$ cat config.mk
export PLATFORM = sky130hd
export DESIGN_NAME = quad_serial_regs
export DESIGN_NICKNAME = d
export VERILOG_FILES = /design/src/rtl/qsr_pkg.sv /design/src/rtl/qsr_frame_rx.sv /design/src/rtl/qsr_dout_ser.sv /design/src/rtl/qsr_reg_bank.sv /design/src/rtl/quad_serial_regs.sv
export SDC_FILE = /design/constraint.sdc
export NUM_CORES = 1
export LEC_CHECK = 0
export BUFFER_PORTS_ARGS = -buffer_cell sky130_fd_sc_hd__clkbuf_2
export CORE_MARGIN = 4
export CORE_UTILIZATION = 51
export CTS_CLUSTER_SIZE = 10
export DETAILED_ROUTE_END_ITERATION = 7
export HOLD_SLACK_MARGIN = 0.12
export PLACE_DENSITY = 0.72
export SLEW_MARGIN = 20
export SYNTH_ARGS = -nofsm -noshare
export SYNTH_HDL_FRONTEND = slang
export SYNTH_HIERARCHICAL = 1
export SYNTH_SLANG_ARGS = --single-unit
$ cat constraint.sdc
create_clock -name clk -period 1.5 [get_ports clk]
set_input_delay 0.075 -clock clk [delete_from_list [all_inputs] [get_ports clk]]
set_output_delay 0.075 -clock clk [all_outputs]
set_load 0.1 [all_outputs]
$ cat src/rtl/qsr_pkg.sv
package qsr_pkg;

    localparam int unsigned QSR_CH = 4;
    localparam int unsigned DATA_W = 8;
    localparam int unsigned CMD_W  = 2;
    localparam int unsigned ADDR_W = $clog2(QSR_CH);
    localparam int unsigned CNT_W  = $clog2(DATA_W);

    typedef enum logic [CMD_W-1:0] {
        CMD_NVEN   = 2'b00,
        CMD_WRITE  = 2'b01,
        CMD_READ   = 2'b10,
        CMD_RECALL = 2'b11
    } qsr_cmd_e;

    typedef enum logic [1:0] {
        PH_HUNT,
        PH_CMD,
        PH_ADDR,
        PH_DATA
    } qsr_phase_e;

    // header decoded: command and channel known
    typedef struct packed {
        logic            valid;
        qsr_cmd_e        cmd;
        logic [ADDR_W-1:0] chan;
    } qsr_hdr_t;

    // full frame received: data phase complete
    typedef struct packed {
        logic              valid;
        qsr_cmd_e          cmd;
        logic [ADDR_W-1:0] chan;
        logic [DATA_W-1:0] data;
    } qsr_frame_t;

    function automatic logic is_last(input logic [CNT_W-1:0] cnt, input int unsigned len);
        return cnt == CNT_W'(len - 1);
    endfunction

endpackage

$ cat src/rtl/qsr_frame_rx.sv
module qsr_frame_rx
    import qsr_pkg::*;
(
    input  logic       clk,
    input  logic       rst,
    input  logic       sel_n,
    input  logic       sck,
    input  logic       sdi,
    input  logic       hold,
    output logic       sck_fall,
    output logic       data_phase,
    output qsr_hdr_t   hdr_evt,
    output qsr_frame_t done_evt
);

    logic              sck_q;
    logic              sck_rise;
    qsr_phase_e        ph;
    logic [CNT_W-1:0]  cnt;
    logic [CMD_W-1:0]  cmd_q;
    logic [ADDR_W-1:0] addr_q;
    logic [DATA_W-1:0] data_q;
    logic [CMD_W:0]    cmd_nx;
    logic [ADDR_W:0]   addr_nx;
    logic [DATA_W:0]   data_nx;

    assign sck_rise   = sck & ~sck_q;
    assign sck_fall   = ~sck & sck_q;
    assign data_phase = (ph == PH_DATA);
    assign cmd_nx     = {cmd_q, sdi};
    assign addr_nx    = {addr_q, sdi};
    assign data_nx    = {data_q, sdi};

    always_ff @(posedge clk) begin
        if (rst) begin
            sck_q    <= 1'b0;
            ph       <= PH_HUNT;
            cnt      <= '0;
            cmd_q    <= '0;
            addr_q   <= '0;
            data_q   <= '0;
            hdr_evt  <= '0;
            done_evt <= '0;
        end else begin
            sck_q          <= sck;
            hdr_evt.valid  <= 1'b0;
            done_evt.valid <= 1'b0;
            if (sel_n || hold) begin
                ph  <= PH_HUNT;
                cnt <= '0;
            end else if (sck_rise) begin
                case (ph)
                    PH_HUNT: begin
                        if (sdi) begin
                            ph  <= PH_CMD;
                            cnt <= '0;
                        end
                    end
                    PH_CMD: begin
                        cmd_q <= cmd_nx[CMD_W-1:0];
                        if (is_last(cnt, CMD_W)) begin
                            ph  <= PH_ADDR;
                            cnt <= '0;
                        end else begin
                            cnt <= cnt + 1'b1;
                        end
                    end
                    PH_ADDR: begin
                        addr_q <= addr_nx[ADDR_W-1:0];
                        if (is_last(cnt, ADDR_W)) begin
                            ph           <= PH_DATA;
                            cnt          <= '0;
                            hdr_evt.valid <= 1'b1;
                            hdr_evt.cmd   <= qsr_cmd_e'(cmd_q);
                            hdr_evt.chan  <= addr_nx[ADDR_W-1:0];
                        end else begin
                            cnt <= cnt + 1'b1;
                        end
                    end
                    default: begin
                        data_q <= data_nx[DATA_W-1:0];
                        if (is_last(cnt, DATA_W)) begin
                            ph             <= PH_HUNT;
                            cnt            <= '0;
                            done_evt.valid <= 1'b1;
                            done_evt.cmd   <= qsr_cmd_e'(cmd_q);
                            done_evt.chan  <= addr_q;
                            done_evt.data  <= data_nx[DATA_W-1:0];
                        end else begin
                            cnt <= cnt + 1'b1;
                        end
                    end
                endcase
            end
        end
    end

endmodule

$ cat src/rtl/qsr_dout_ser.sv
module qsr_dout_ser
    import qsr_pkg::*;
(
    input  logic              clk,
    input  logic              rst,
    input  logic              sel_n,
    input  logic              hold,
    input  logic              load,
    input  logic [DATA_W-1:0] load_val,
    input  logic              sck_fall,
    input  logic              data_phase,
    output logic              dout,
    output logic              dout_en
);

    logic [DATA_W-1:0] sh;
    logic              armed;

    always_ff @(posedge clk) begin
        if (rst) begin
            sh      <= '0;
            armed   <= 1'b0;
            dout    <= 1'b0;
            dout_en <= 1'b0;
        end else if (sel_n || hold) begin
            armed   <= 1'b0;
            dout_en <= 1'b0;
        end else if (load) begin
            sh    <= load_val;
            armed <= 1'b1;
        end else if (sck_fall) begin
            if (armed && data_phase) begin
                dout    <= sh[DATA_W-1];
                sh      <= {sh[DATA_W-2:0], 1'b0};
                dout_en <= 1'b1;
            end else begin
                armed   <= 1'b0;
                dout_en <= 1'b0;
            end
        end
    end

endmodule

$ cat src/rtl/qsr_reg_bank.sv
module qsr_reg_bank
    import qsr_pkg::*;
(
    input  logic                          clk,
    input  logic                          rst,
    input  qsr_hdr_t                      hdr_evt,
    input  qsr_frame_t                    done_evt,
    input  logic                          fetch_valid,
    input  logic [DATA_W-1:0]             fetch_data,
    output logic [QSR_CH-1:0][DATA_W-1:0] vals,
    output logic                          store_req,
    output logic [ADDR_W-1:0]             store_chan,
    output logic [DATA_W-1:0]             store_data,
    output logic                          fetch_req,
    output logic [ADDR_W-1:0]             fetch_chan
);

    logic arm_q;
    logic wr_done;

    assign wr_done = done_evt.valid && (done_evt.cmd == CMD_WRITE);

    for (genvar c = 0; c < QSR_CH; c++) begin : g_ch
        logic [DATA_W-1:0] q;
        always_ff @(posedge clk) begin
            if (rst) begin
                q <= '0;
            end else if (wr_done && done_evt.chan == ADDR_W'(c)) begin
                q <= done_evt.data;
            end else if (fetch_valid && fetch_chan == ADDR_W'(c)) begin
                q <= fetch_data;
            end
        end
        assign vals[c] = q;
    end

    always_ff @(posedge clk) begin
        if (rst) begin
            arm_q      <= 1'b0;
            store_req  <= 1'b0;
            store_chan <= '0;
            store_data <= '0;
            fetch_req  <= 1'b0;
            fetch_chan <= '0;
        end else begin
            store_req <= 1'b0;
            fetch_req <= 1'b0;
            if (hdr_evt.valid) begin
                case (hdr_evt.cmd)
                    CMD_NVEN:  arm_q <= 1'b1;
                    CMD_WRITE: arm_q <= arm_q;
                    CMD_RECALL: begin
                        arm_q      <= 1'b0;
                        fetch_req  <= 1'b1;
                        fetch_chan <= hdr_evt.chan;
                    end
                    default:   arm_q <= 1'b0;
                endcase
            end
            if (wr_done && arm_q) begin
                store_req  <= 1'b1;
                store_chan <= done_evt.chan;
                store_data <= done_evt.data;
                arm_q      <= 1'b0;
            end
        end
    end

endmodule

$ cat src/rtl/quad_serial_regs.sv
module quad_serial_regs
    import qsr_pkg::*;
(
    input  logic                     clk,
    input  logic                     rst,
    input  logic                     sel_n,
    input  logic                     sck,
    input  logic                     sdi,
    output logic                     sdo,
    output logic                     sdo_en,
    input  logic                     nv_busy,
    output logic                     nv_store_req,
    output logic [ADDR_W-1:0]        nv_store_chan,
    output logic [DATA_W-1:0]        nv_store_data,
    output logic                     nv_fetch_req,
    output logic [ADDR_W-1:0]        nv_fetch_chan,
    input  logic                     nv_fetch_valid,
    input  logic [DATA_W-1:0]        nv_fetch_data,
    output logic [QSR_CH*DATA_W-1:0] chan_value
);

    logic                          sck_fall;
    logic                          data_phase;
    qsr_hdr_t                      hdr_evt;
    qsr_frame_t                    done_evt;
    logic [QSR_CH-1:0][DATA_W-1:0] vals;
    logic                          rd_load;

    assign rd_load    = hdr_evt.valid && (hdr_evt.cmd == CMD_READ);
    assign chan_value = vals;

    qsr_frame_rx rx_i (
        .clk        (clk),
        .rst        (rst),
        .sel_n      (sel_n),
        .sck        (sck),
        .sdi        (sdi),
        .hold       (nv_busy),
        .sck_fall   (sck_fall),
        .data_phase (data_phase),
        .hdr_evt    (hdr_evt),
        .done_evt   (done_evt)
    );

    qsr_dout_ser ser_i (
        .clk        (clk),
        .rst        (rst),
        .sel_n      (sel_n),
        .hold       (nv_busy),
        .load       (rd_load),
        .load_val   (vals[hdr_evt.chan]),
        .sck_fall   (sck_fall),
        .data_phase (data_phase),
        .dout       (sdo),
        .dout_en    (sdo_en)
    );

    qsr_reg_bank bank_i (
        .clk         (clk),
        .rst         (rst),
        .hdr_evt     (hdr_evt),
        .done_evt    (done_evt),
        .fetch_valid (nv_fetch_valid),
        .fetch_data  (nv_fetch_data),
        .vals        (vals),
        .store_req   (nv_store_req),
        .store_chan  (nv_store_chan),
        .store_data  (nv_store_data),
        .fetch_req   (nv_fetch_req),
        .fetch_chan  (nv_fetch_chan)
    );

endmodule

==> results of run 1 <==
## cell type report
cell class	count	area share
Multi-Input combinational cell	330	0.439
Sequential cell	93	0.360
Timing Repair Buffer	119	0.141
Tap cell	105	0.0238
Clock buffer	9	0.0224
Clock inverter	7	0.0104
Inverter	5	0.00339
## power by group
group	switching (mW)	internal (mW)
Sequential	0.0343	2.45
Combinational	0.255	0.151
Clock	0.950	0.626
Total	1.24	3.23
## sequential cells by signal, indices dropped and copies added (netlist names), 3 cells and up
| register | count |
|---|---|
| bank_i/store_data | 8 |
| rx_i/done_evt | 13 |
| rx_i/hdr_evt | 5 |
| bank_i/g_ch.q | 32 |
| rx_i/cnt | 3 |
| rx_i/data_q | 7 |
| ser_i/sh | 8 |
## layer usage
metal  GRT usage  vias to the layer above
li1            -                     1890
met1       0.310                     1923
met2       0.416                      164
met3      0.0375                       43
met4       0.161                        0
met5           0                        -
## worst min-delay path, stage by stage
cell      delay, ns
clkbuf_2       0.12
nand3b_4       0.12
or4_4          0.13
a21oi_2        0.04
## layout by cell type, fill, tap and decap left out, drive strengths merged, types with 11 or more instances in the layout
cell         instances
nand2               83
buf                 46
clkbuf              71
dfxtp               93
a21oi               47
mux2i               23
dlygate4sd3         11
nor3                19
a311oi              16
nand3               23
o31ai               17
nor2                12
## worst paths after layout
kind,startpoint,to,slack (ns),cells past startpoint
worst max-delay path,rx_i/ph[0]$_SDFFE_PP0P_,rx_i/ph[0]$_SDFFE_PP0P_,-0.11,6
worst min-delay path,sck,rx_i/cnt[0]$_SDFFE_PP0P_,0.17,4
worst max register to register,rx_i/ph[0]$_SDFFE_PP0P_,rx_i/ph[0]$_SDFFE_PP0P_,-0.11,6
worst min register to register,rx_i/data_q[6]$_SDFFE_PP0P_,rx_i/done_evt[7]$_SDFFE_PP0P_,0.46,2
## stage by stage
step	utilization	instance area [um2]	std cells	setup TNS (ns)
2_1_floorplan	-	4520	463	-0.0857
3_3_place_gp	0.610	5040	633	-0.544
3_5_place_dp	0.610	5040	633	-1.43
4_1_cts	0.654	5400	664	-0.460
5_1_grt	0.670	5530	668	-1.30
6_report	0.670	5530	668	-0.419
## kinds of logic (layout without fill, tap and decap cells)
logic type | after synthesis | in the layout | synth area share
compound gates | 119 | 119 | 0.203
fa+ha+maj | 7 | 7 | 0.0201
flops | 93 | 93 | 0.428
buf+inv | 40 | 140 | 0.0492
simple gates | 173 | 173 | 0.205
mux | 31 | 31 | 0.0944
## repair_timing
action	4_1_cts	5_1_grt
endpoints found under the setup margin	31	37
hold endpoints to repair	34	0
pin swaps	4	7
gates resized for setup	13	28
setup buffers	4	4
hold buffers	11	0
==> reports/metrics.cfg, run 1 <==
[drt]
wl_um = 12500
wl_met3_um = 746
drc = 0
routedWlPerCell_um = 18.7
drt_first_pass_iters = 5
highest_layer = met4
final_antenna_net_count = 0
vias_per_cell = 6.02
drt_iter0_markers = 169
wl_met1_um = 5030
vias = 4020
wl_met2_um = 6020

[synthesis]
syn-cell-area_mm2 = 0.00435
synthTopCellsByArea = dfxtp_1 43%, nand2_1 7.2%, a21oi_1 5.4%
ys_types = 47
yosysTopAreaCell = dfxtp_1
yosysSeqAreaShare = 0.428
ys_ff_latch = 93
synth_common_cells = 93 x dfxtp_1, 83 x nand2_1, 47 x a21oi_1
synth.most_common_cell = dfxtp_1
synth_top_cell_area_share = 0.428
syn-num-nets = 485
async_reset_ff_frac = 0
synth_edf_count = 0
ys_warn_count = 6
syn_inst = 463
avgSynthCellArea_um2 = 9.39
ys.flop_type = dfxtp_1

[clock_network]
clock-sinks = 93
numCtsBuffers = 9
clk_pin_slew_worst_paths_ns = 0.09
clk_latency_ns = 0.36
clockBufferDepth = 2
htreeDepth = 3
cts_root_buffer = clkbuf_8
cts_tree = built

[worst_setup_path]
cp_num_buf_inv = 1
cp-end-kind = flip-flop
worstPathCellList = buf_6 > ha_4 > or4_4 > o21ai_4 > or3_1 > a21oi_1
slowest_delay_ns = 0.55
cp_max_fo = 4
crit_type = reg -> reg
critPathTopFamily = simple AND/OR/NAND/NOR gates
slowest_stage = or4_4
worstSetupStartpointType = flip-flop
cp.required_ns = 1.74
cp.arrival_ns = 1.85

[global_route]
grt_use_total = 0.253
antenna_found_initial = 0
grt_max_degree = 29
grt_pass1_vias = 3934
grt_first_pass_wirelength_um = 20000
overflow = 0

[floorplanning]
initial_core_util = 0.526
die_h_um = 100
die-area_mm2 = 0.0101
core_mm2 = 0.00826
ios = 63
die_w_um = 100
rows = 33

[final_layout]
multi_input_area_mm2 = 0.00243
fin_nets = 580
antenna_cells = 0
area_growth_pct = 27.2
drive_gt1_frac = 0.409
register_area_mm2 = 0.00199
fillCellCount = 664

[job]
drv_cap = 0

[sta]
final.setup.worst_slack_ns = -0.107
fmax_ghz = 0.622
skew_ns = 0.0115
finalMaxSlewViolations = 0
worst_pin_slew_ns = 0.585
min_period_ns = 1.61
hold_viol = 0
whs_ns = 0.166
max-slew-margin-rel = 0.609
finalSetupViolCount = 11
period_share = 1.07
rsz0062_at_grt = true

[placed_design]
hpwl_um = 8850
portBuffers = 62
pre_cts_slack_ns = -0.123
place_congestion = 0.851

[status]
outcome = finished with violations
violations = setup timing

[power_and_ir_drop]
ir_drop_mv = 0.481
p_leak_nw = 2.25
total_power_mw = 4.47
cellPowerDensity_mw_per_mm2 = 808

[worst_hold_path]
hp-class = in -> reg

Note: power is estimated with default switching activity, not from simulation.
==> inputs of run 2 (changes only) <==
--- a/config.mk
+++ b/config.mk
@@ -11,9 +11,8 @@
 export CTS_CLUSTER_SIZE = 10
 export DETAILED_ROUTE_END_ITERATION = 7
 export HOLD_SLACK_MARGIN = 0.12
-export PLACE_DENSITY = 0.72
+export PLACE_DENSITY = 0.73
 export SLEW_MARGIN = 20
 export SYNTH_ARGS = -nofsm -noshare
 export SYNTH_HDL_FRONTEND = slang
-export SYNTH_HIERARCHICAL = 1
 export SYNTH_SLANG_ARGS = --single-unit
==> reports/metrics.cfg, run 2 <==
[floorplanning]
die-area_mm2 = 0.00954  ; -5.3%
core_mm2 = 0.00777  ; -5.9%
initial_core_util = 0.528  ; +0.00134
rows = 32  ; -3.0%
ios = 63  ; unchanged
die_h_um = 97.7  ; -2.7%
die_w_um = 97.7  ; -2.7%

[synthesis]
yosysSeqAreaShare = 0.454  ; +0.0259
yosysTopAreaCell = dfxtp_1
avgSynthCellArea_um2 = 9.85  ; +5.0%
syn-num-nets = 439  ; -9.5%
syn_inst = 416  ; -10%
synth_top_cell_area_share = 0.454  ; +0.0259
synthTopCellsByArea = dfxtp_1 45%, mux2i_1 13%, nor2_1 5.5%
syn-cell-area_mm2 = 0.00410  ; -5.7%
ys_warn_count = 0  ; -6
ys_types = 40  ; -15%
ys_ff_latch = 93  ; unchanged
synth_edf_count = 0  ; unchanged
ys.flop_type = dfxtp_1
synth.most_common_cell = dfxtp_1
synth_common_cells = 93 x dfxtp_1, 60 x nor2_1, 52 x mux2i_1
async_reset_ff_frac = 0  ; unchanged

[final_layout]
drive_gt1_frac = 0.379  ; -0.0291
multi_input_area_mm2 = 0.00224  ; -7.8%
finalNonFillerCells = 616  ; -7.8%
largest_reg_flops = 32  ; unchanged
fin_nets = 532  ; -8.3%
layout_common_cells = 60 x clkbuf_2, 57 x nor2_1, 54 x dfxtp_1, 51 x mux2i_1, 36 x dfxtp_2
register_area_mm2 = 0.00192  ; -3.6%
largest_register = bank_i.g_ch.q
fillCellCount = 594  ; -11%
area_growth_pct = 29.8
finalCoreUtilization = 0.685  ; +0.0152
final_common_cell = clkbuf_2
top_regs = bank_i.g_ch.q: 32 flops, rx_i.done_evt: 13 flops
antenna_cells = 0  ; unchanged

[worst_setup_path]
worstPathCellList = buf_6 > ha_4 > or4_4 > o2111ai_4 > mux2i_1 > nor2_1
cp-end-kind = flip-flop
worstSetupStartpointType = flip-flop
slowest_delay_ns = 0.52  ; -0.03 ns
slowest_stage = or4_4
cp_max_fo = 3  ; -1
cp.arrival_ns = 1.85  ; about the same
cp.required_ns = 1.75  ; about the same
crit_type = reg -> reg

[sta]
finalSetupViolCount = 10  ; -1
worst_pin_slew_ns = 0.562  ; -0.0227 ns
period_share = 1.07  ; -0.00532
finalMaxSlewViolations = 0  ; unchanged
min_period_ns = 1.60  ; -0.00797 ns
hold_viol = 0  ; unchanged
final.setup.worst_slack_ns = -0.0987  ; +0.00797 ns
max-slew-margin-rel = 0.627  ; +0.0180
skew_ns = 0.0149  ; +0.00333 ns
fmax_ghz = 0.626  ; +0.50%
rsz0062_at_grt = true
tns_ns = -0.262  ; +0.157 ns

[power_and_ir_drop]
total_power_mw = 4.63  ; +3.7%
ir_drop_mv = 0.447  ; -7.0%
p_leak_nw = 2.46  ; +9.7%
cellPowerDensity_mw_per_mm2 = 871  ; +7.8%

[drt]
drc = 0  ; unchanged
routedWlPerCell_um = 17.0  ; -9.0%
vias = 3392  ; -16%
final_antenna_net_count = 0  ; unchanged
wl_met1_um = 4710  ; -6.4%
drt_iter0_markers = 121  ; -28%
wl_met2_um = 5190  ; -14%
highest_layer = met4
wl_um = 10500  ; -16%
wl_met3_um = 380  ; -49%
drt_first_pass_iters = 4  ; -1
vias_per_cell = 5.51  ; -8.5%

[clock_network]
numCtsBuffers = 9  ; unchanged
clockBufferDepth = 2  ; unchanged
cts_tree = built
cts_root_buffer = clkbuf_8
clk_latency_ns = 0.37  ; about the same
clock-sinks = 93  ; unchanged
htreeDepth = 3  ; unchanged
clk_pin_slew_worst_paths_ns = 0.09  ; about the same

[status]
outcome = finished with violations
violations = setup timing

[placed_design]
hpwl_um = 7260  ; -18%
dp.cells = 585  ; -7.6%
place_congestion = 0.831  ; -2.4%
portBuffers = 62  ; unchanged

[global_route]
grt_max_degree = 40  ; +38%
overflow = 0  ; unchanged
grt_first_pass_wirelength_um = 17100  ; -14%
antenna_found_initial = 0  ; unchanged
grt_use_total = 0.220  ; -0.0328
grt_pass1_vias = 3399  ; -14%

[worst_hold_path]
hp-class = in -> reg

[job]
drv_cap = 0  ; unchanged

[run 2: cell count changes after synthesis, moves of 17 or more]
cell      delta
nand2_1     -56
a211oi_1    +25
nor2_1      +48
nor3_1      -19
o31ai_1     -17
mux2i_1     +29
a21oi_1     -22
[run 2: cells by family (layout without fill, tap and decap cells)]
family	after synthesis	after routing	synth area share
and+or+nand+nor	139	139	0.167
adders and majority gates	8	8	0.0244
DFF	93	93	0.454
muxes	60	60	0.171
AOI/OAI and AO/OA	84	84	0.147
buffers and inverters	32	130	0.0363
[run 2: final cells by class]
type                    count  share of cell area
flip-flops and latches     93               0.361
multi-input cells         291               0.421
repair buffers            110               0.151
inverters                   4             0.00282
well taps                 102              0.0240
clock inverters             5              0.0120
clock buffers              11              0.0287
[run 2: what timing repair did]
| item | 4_1_cts | 5_1_grt |
|---|---|---|
| setup buffers | 1 | 2 |
| pin swaps | 5 | 10 |
| hold buffers | 13 | 0 |
| resized for setup | 15 | 19 |
| setup endpoints to repair | 14 | 38 |
| gates cloned | 0 | 1 |
| endpoints found under the hold margin | 39 | 0 |
[run 2: worst paths after layout]
path / start / slack, ns / cells past startpoint / end
hold / removal: sel_n / 0.29 / 3 / rx_i.done_evt[12]$_SDFF_PP0_
hold reg to reg: ser_i.sh[3]$_SDFFE_PP0P_ / 0.46 / 2 / ser_i.sh[3]$_SDFFE_PP0P_
setup / recovery: rx_i.ph[1]$_SDFFE_PP0P_ / -0.1 / 6 / rx_i.ph[1]$_SDFFE_PP0P_
setup reg to reg: rx_i.ph[1]$_SDFFE_PP0P_ / -0.1 / 6 / rx_i.ph[1]$_SDFFE_PP0P_
[run 2: where the power goes]
group          leakage (nW)  switching (mW)  internal [mW]
Sequential            0.770          0.0139           2.48
Clock                 0.106           0.913          0.891
Combinational          1.59           0.222          0.112
[run 2: worst max-delay path: cells and delay by family (launching register included)]
family	cells	cell delay, ns
compound gates	1	0.09
simple gates	2	0.58
flops	1	0.35
mux	1	0.22
buf+inv	1	0.12
fa+ha+maj	1	0.14
[run 2: stage by stage]
step | setup slack [ns] | hold slack, ns | instance area [um2]
6_report | -0.0987 | 0.288 | 5320
5_1_grt | -0.130 | 0.326 | 5320
4_1_cts | -0.0994 | 0.376 | 5200
3_5_place_dp | -0.162 | 0.353 | 4800
3_3_place_gp | -0.0912 | 0.345 | 4800
2_1_floorplan | -0.114 | 0.203 | 4190
[run 2: layer usage]
metal,GRT usage,vias up
met5,0,-
met2,0.368,64
li1,-,1682
met4,0.0799,0
met1,0.280,1633
met3,0.0481,13
==> inputs of run 3 (changes only) <==
--- a/config.mk
+++ b/config.mk
@@ -5,7 +5,7 @@
 export SDC_FILE = /design/constraint.sdc
 export NUM_CORES = 1
 export LEC_CHECK = 0
-export BUFFER_PORTS_ARGS = -buffer_cell sky130_fd_sc_hd__clkbuf_2
+export BUFFER_PORTS_ARGS = -buffer_cell sky130_fd_sc_hd__buf_2
 export CORE_MARGIN = 4
 export CORE_UTILIZATION = 51
 export CTS_CLUSTER_SIZE = 10
==> reports/metrics.cfg, run 3 (same netlist as run 2, synthesis figures left out) <==
[power_and_ir_drop]
cellPowerDensity_mw_per_mm2 = 838  ; -3.8%
total_power_mw = 4.47  ; -3.5%
p_leak_nw = 2.53  ; +2.7%
ir_drop_mv = 0.532  ; +19%

[worst_setup_path]
cp-end-kind = flip-flop
worstSetupStartpointType = flip-flop
crit_type = reg -> reg
cp.required_ns = 1.76  ; about the same
cp.arrival_ns = 1.85  ; about the same
cp_max_fo = 3  ; unchanged

[final_layout]
final_common_cell = buf_2
drive_gt1_frac = 0.381  ; +0.00185
multi_input_area_mm2 = 0.00223  ; -0.45%
fin_nets = 540  ; +1.5%
layout_common_cells = 62 x buf_2, 56 x nor2_1, 56 x dfxtp_1, 52 x mux2i_1
finalNonFillerCells = 624  ; +1.3%
antenna_cells = 0  ; unchanged
area_growth_pct = 30.3
largest_register = bank_i.g_ch.q
largest_reg_flops = 32  ; unchanged
register_area_mm2 = 0.00192  ; unchanged
postLayoutCellArea_mm2 = 0.00534  ; +0.35%
fillCellCount = 590  ; -0.67%
top_regs = bank_i.g_ch.q: 32 flops, rx_i.done_evt: 13 flops
finalCoreUtilization = 0.687  ; +0.00242

[sta]
max-slew-margin-rel = 0.667  ; +0.0399
whs_ns = 0.394  ; +0.106 ns
tns_ns = -0.105  ; +0.157 ns
finalMaxSlewViolations = 0  ; unchanged
min_period_ns = 1.59  ; -0.00963 ns
period_share = 1.06  ; -0.00642
worst_pin_slew_ns = 0.504  ; -0.0588 ns
skew_ns = 0.0130  ; -0.00190 ns
final.setup.worst_slack_ns = -0.0890  ; +0.00963 ns
fmax_ghz = 0.629  ; +0.61%
rsz0062_at_grt = true
finalSetupViolCount = 3  ; -7
hold_viol = 0  ; unchanged

[drt]
routedWlPerCell_um = 17.1  ; +0.41%
vias_per_cell = 5.60  ; +1.7%
drt_iter0_markers = 162  ; +34%
vias = 3495  ; +3.0%
drt_first_pass_iters = 4  ; unchanged
wl_met1_um = 4650  ; -1.2%
wl_met2_um = 5310  ; +2.3%
drc = 0  ; unchanged
wl_um = 10700  ; +1.7%
highest_layer = met4
wl_met3_um = 456  ; +20%
final_antenna_net_count = 0  ; unchanged

[clock_network]
clock-sinks = 93  ; unchanged
cts_root_buffer = clkbuf_8
clk_pin_slew_worst_paths_ns = 0.10  ; about the same
clk_latency_ns = 0.37  ; about the same
numCtsBuffers = 9  ; unchanged
clockBufferDepth = 2  ; unchanged
cts_tree = built
htreeDepth = 3  ; unchanged

[placed_design]
placed_area_mm2 = 0.00480  ; +0.16%
pre_cts_slack_ns = -0.112  ; +0.0499 ns
hpwl_um = 7090  ; -2.4%
dp.cells = 586  ; +0.17%
portBuffers = 62  ; unchanged
place_congestion = 0.835  ; +0.48%

[global_route]
grt_pass1_vias = 3304  ; -2.8%
overflow = 0  ; unchanged
grt_use_total = 0.216  ; -0.00402
antenna_found_initial = 0  ; unchanged
grt_first_pass_wirelength_um = 16800  ; -1.7%
grt_max_degree = 37  ; -7.5%

[floorplanning]
rows = 32  ; unchanged
initial_core_util = 0.528  ; unchanged
die-area_mm2 = 0.00954  ; unchanged
core_mm2 = 0.00777  ; unchanged
ios = 63  ; unchanged
die_w_um = 97.7  ; unchanged
die_h_um = 97.7  ; unchanged

[status]
outcome = finished with violations
violations = setup timing

[worst_hold_path]
hp-class = in -> reg

[job]
drv_cap = 0  ; unchanged

-- run 3: changes by cell type in the layout (fill, tap and decap cells not counted), moves of 3 or more --
cell      change
buf_4         +5
buf_2        +62
ha_1          +3
clkinv_4      +3
clkbuf_2     -60
dfxtp_2       -3
-- run 3: path summary, 6_finish.rpt --
kind / start / slack (ns) / cells past startpoint / to
worst max-delay path: rx_i.ph[1]$_SDFFE_PP0P_ / -0.09 / 6 / rx_i.ph[1]$_SDFFE_PP0P_
worst min-delay path: nv_fetch_valid / 0.39 / 5 / bank_i.g_ch[2].q[2]$_SDFFE_PP0P_
worst max register to register: rx_i.ph[1]$_SDFFE_PP0P_ / -0.09 / 6 / rx_i.ph[1]$_SDFFE_PP0P_
worst min register to register: ser_i.sh[3]$_SDFFE_PP0P_ / 0.46 / 2 / ser_i.sh[3]$_SDFFE_PP0P_
-- run 3: repair_timing --
item / 4_1_cts / 5_1_grt
pin swaps: 4 / 5
gates cloned: 0 / 3
hold buffers: 13 / 0
hold endpoints to repair: 47 / 0
buffers inserted: 2 / 5
resized for setup: 5 / 22
setup endpoints to repair: 9 / 42
-- run 3: power by group --
part / switching, mW / total (mW) / leakage, nW / internal (mW)
Combinational: 0.228 / 0.350 / 1.66 / 0.122
Sequential: 0.0138 / 2.49 / 0.770 / 2.48
Clock: 0.918 / 1.63 / 0.102 / 0.713
Total: 1.16 / 4.47 / 2.53 / 3.31
-- run 3: critical path: stages (launching register included) --
cell and delay, ns:
dfxtp_4 0.37, buf_12 0.12, ha_4 0.15, or4_4 0.52, o2111ai_4 0.09, mux2i_1 0.20
nor2_1 0.05
-- run 3: layout make-up --
type,count,share of cell area
Sequential cell,93,0.359
Inverter,4,0.00281
Timing Repair Buffer,117,0.160
Tap cell,102,0.0239
Clock buffer,10,0.0279
Clock inverter,6,0.00844
Multi-Input combinational cell,292,0.417
-- run 3: layer usage --
metal	track usage	up-vias
met5	0	-
met3	0.0309	17
met1	0.278	1677
met4	0.0820	0
li1	-	1709
met2	0.368	92
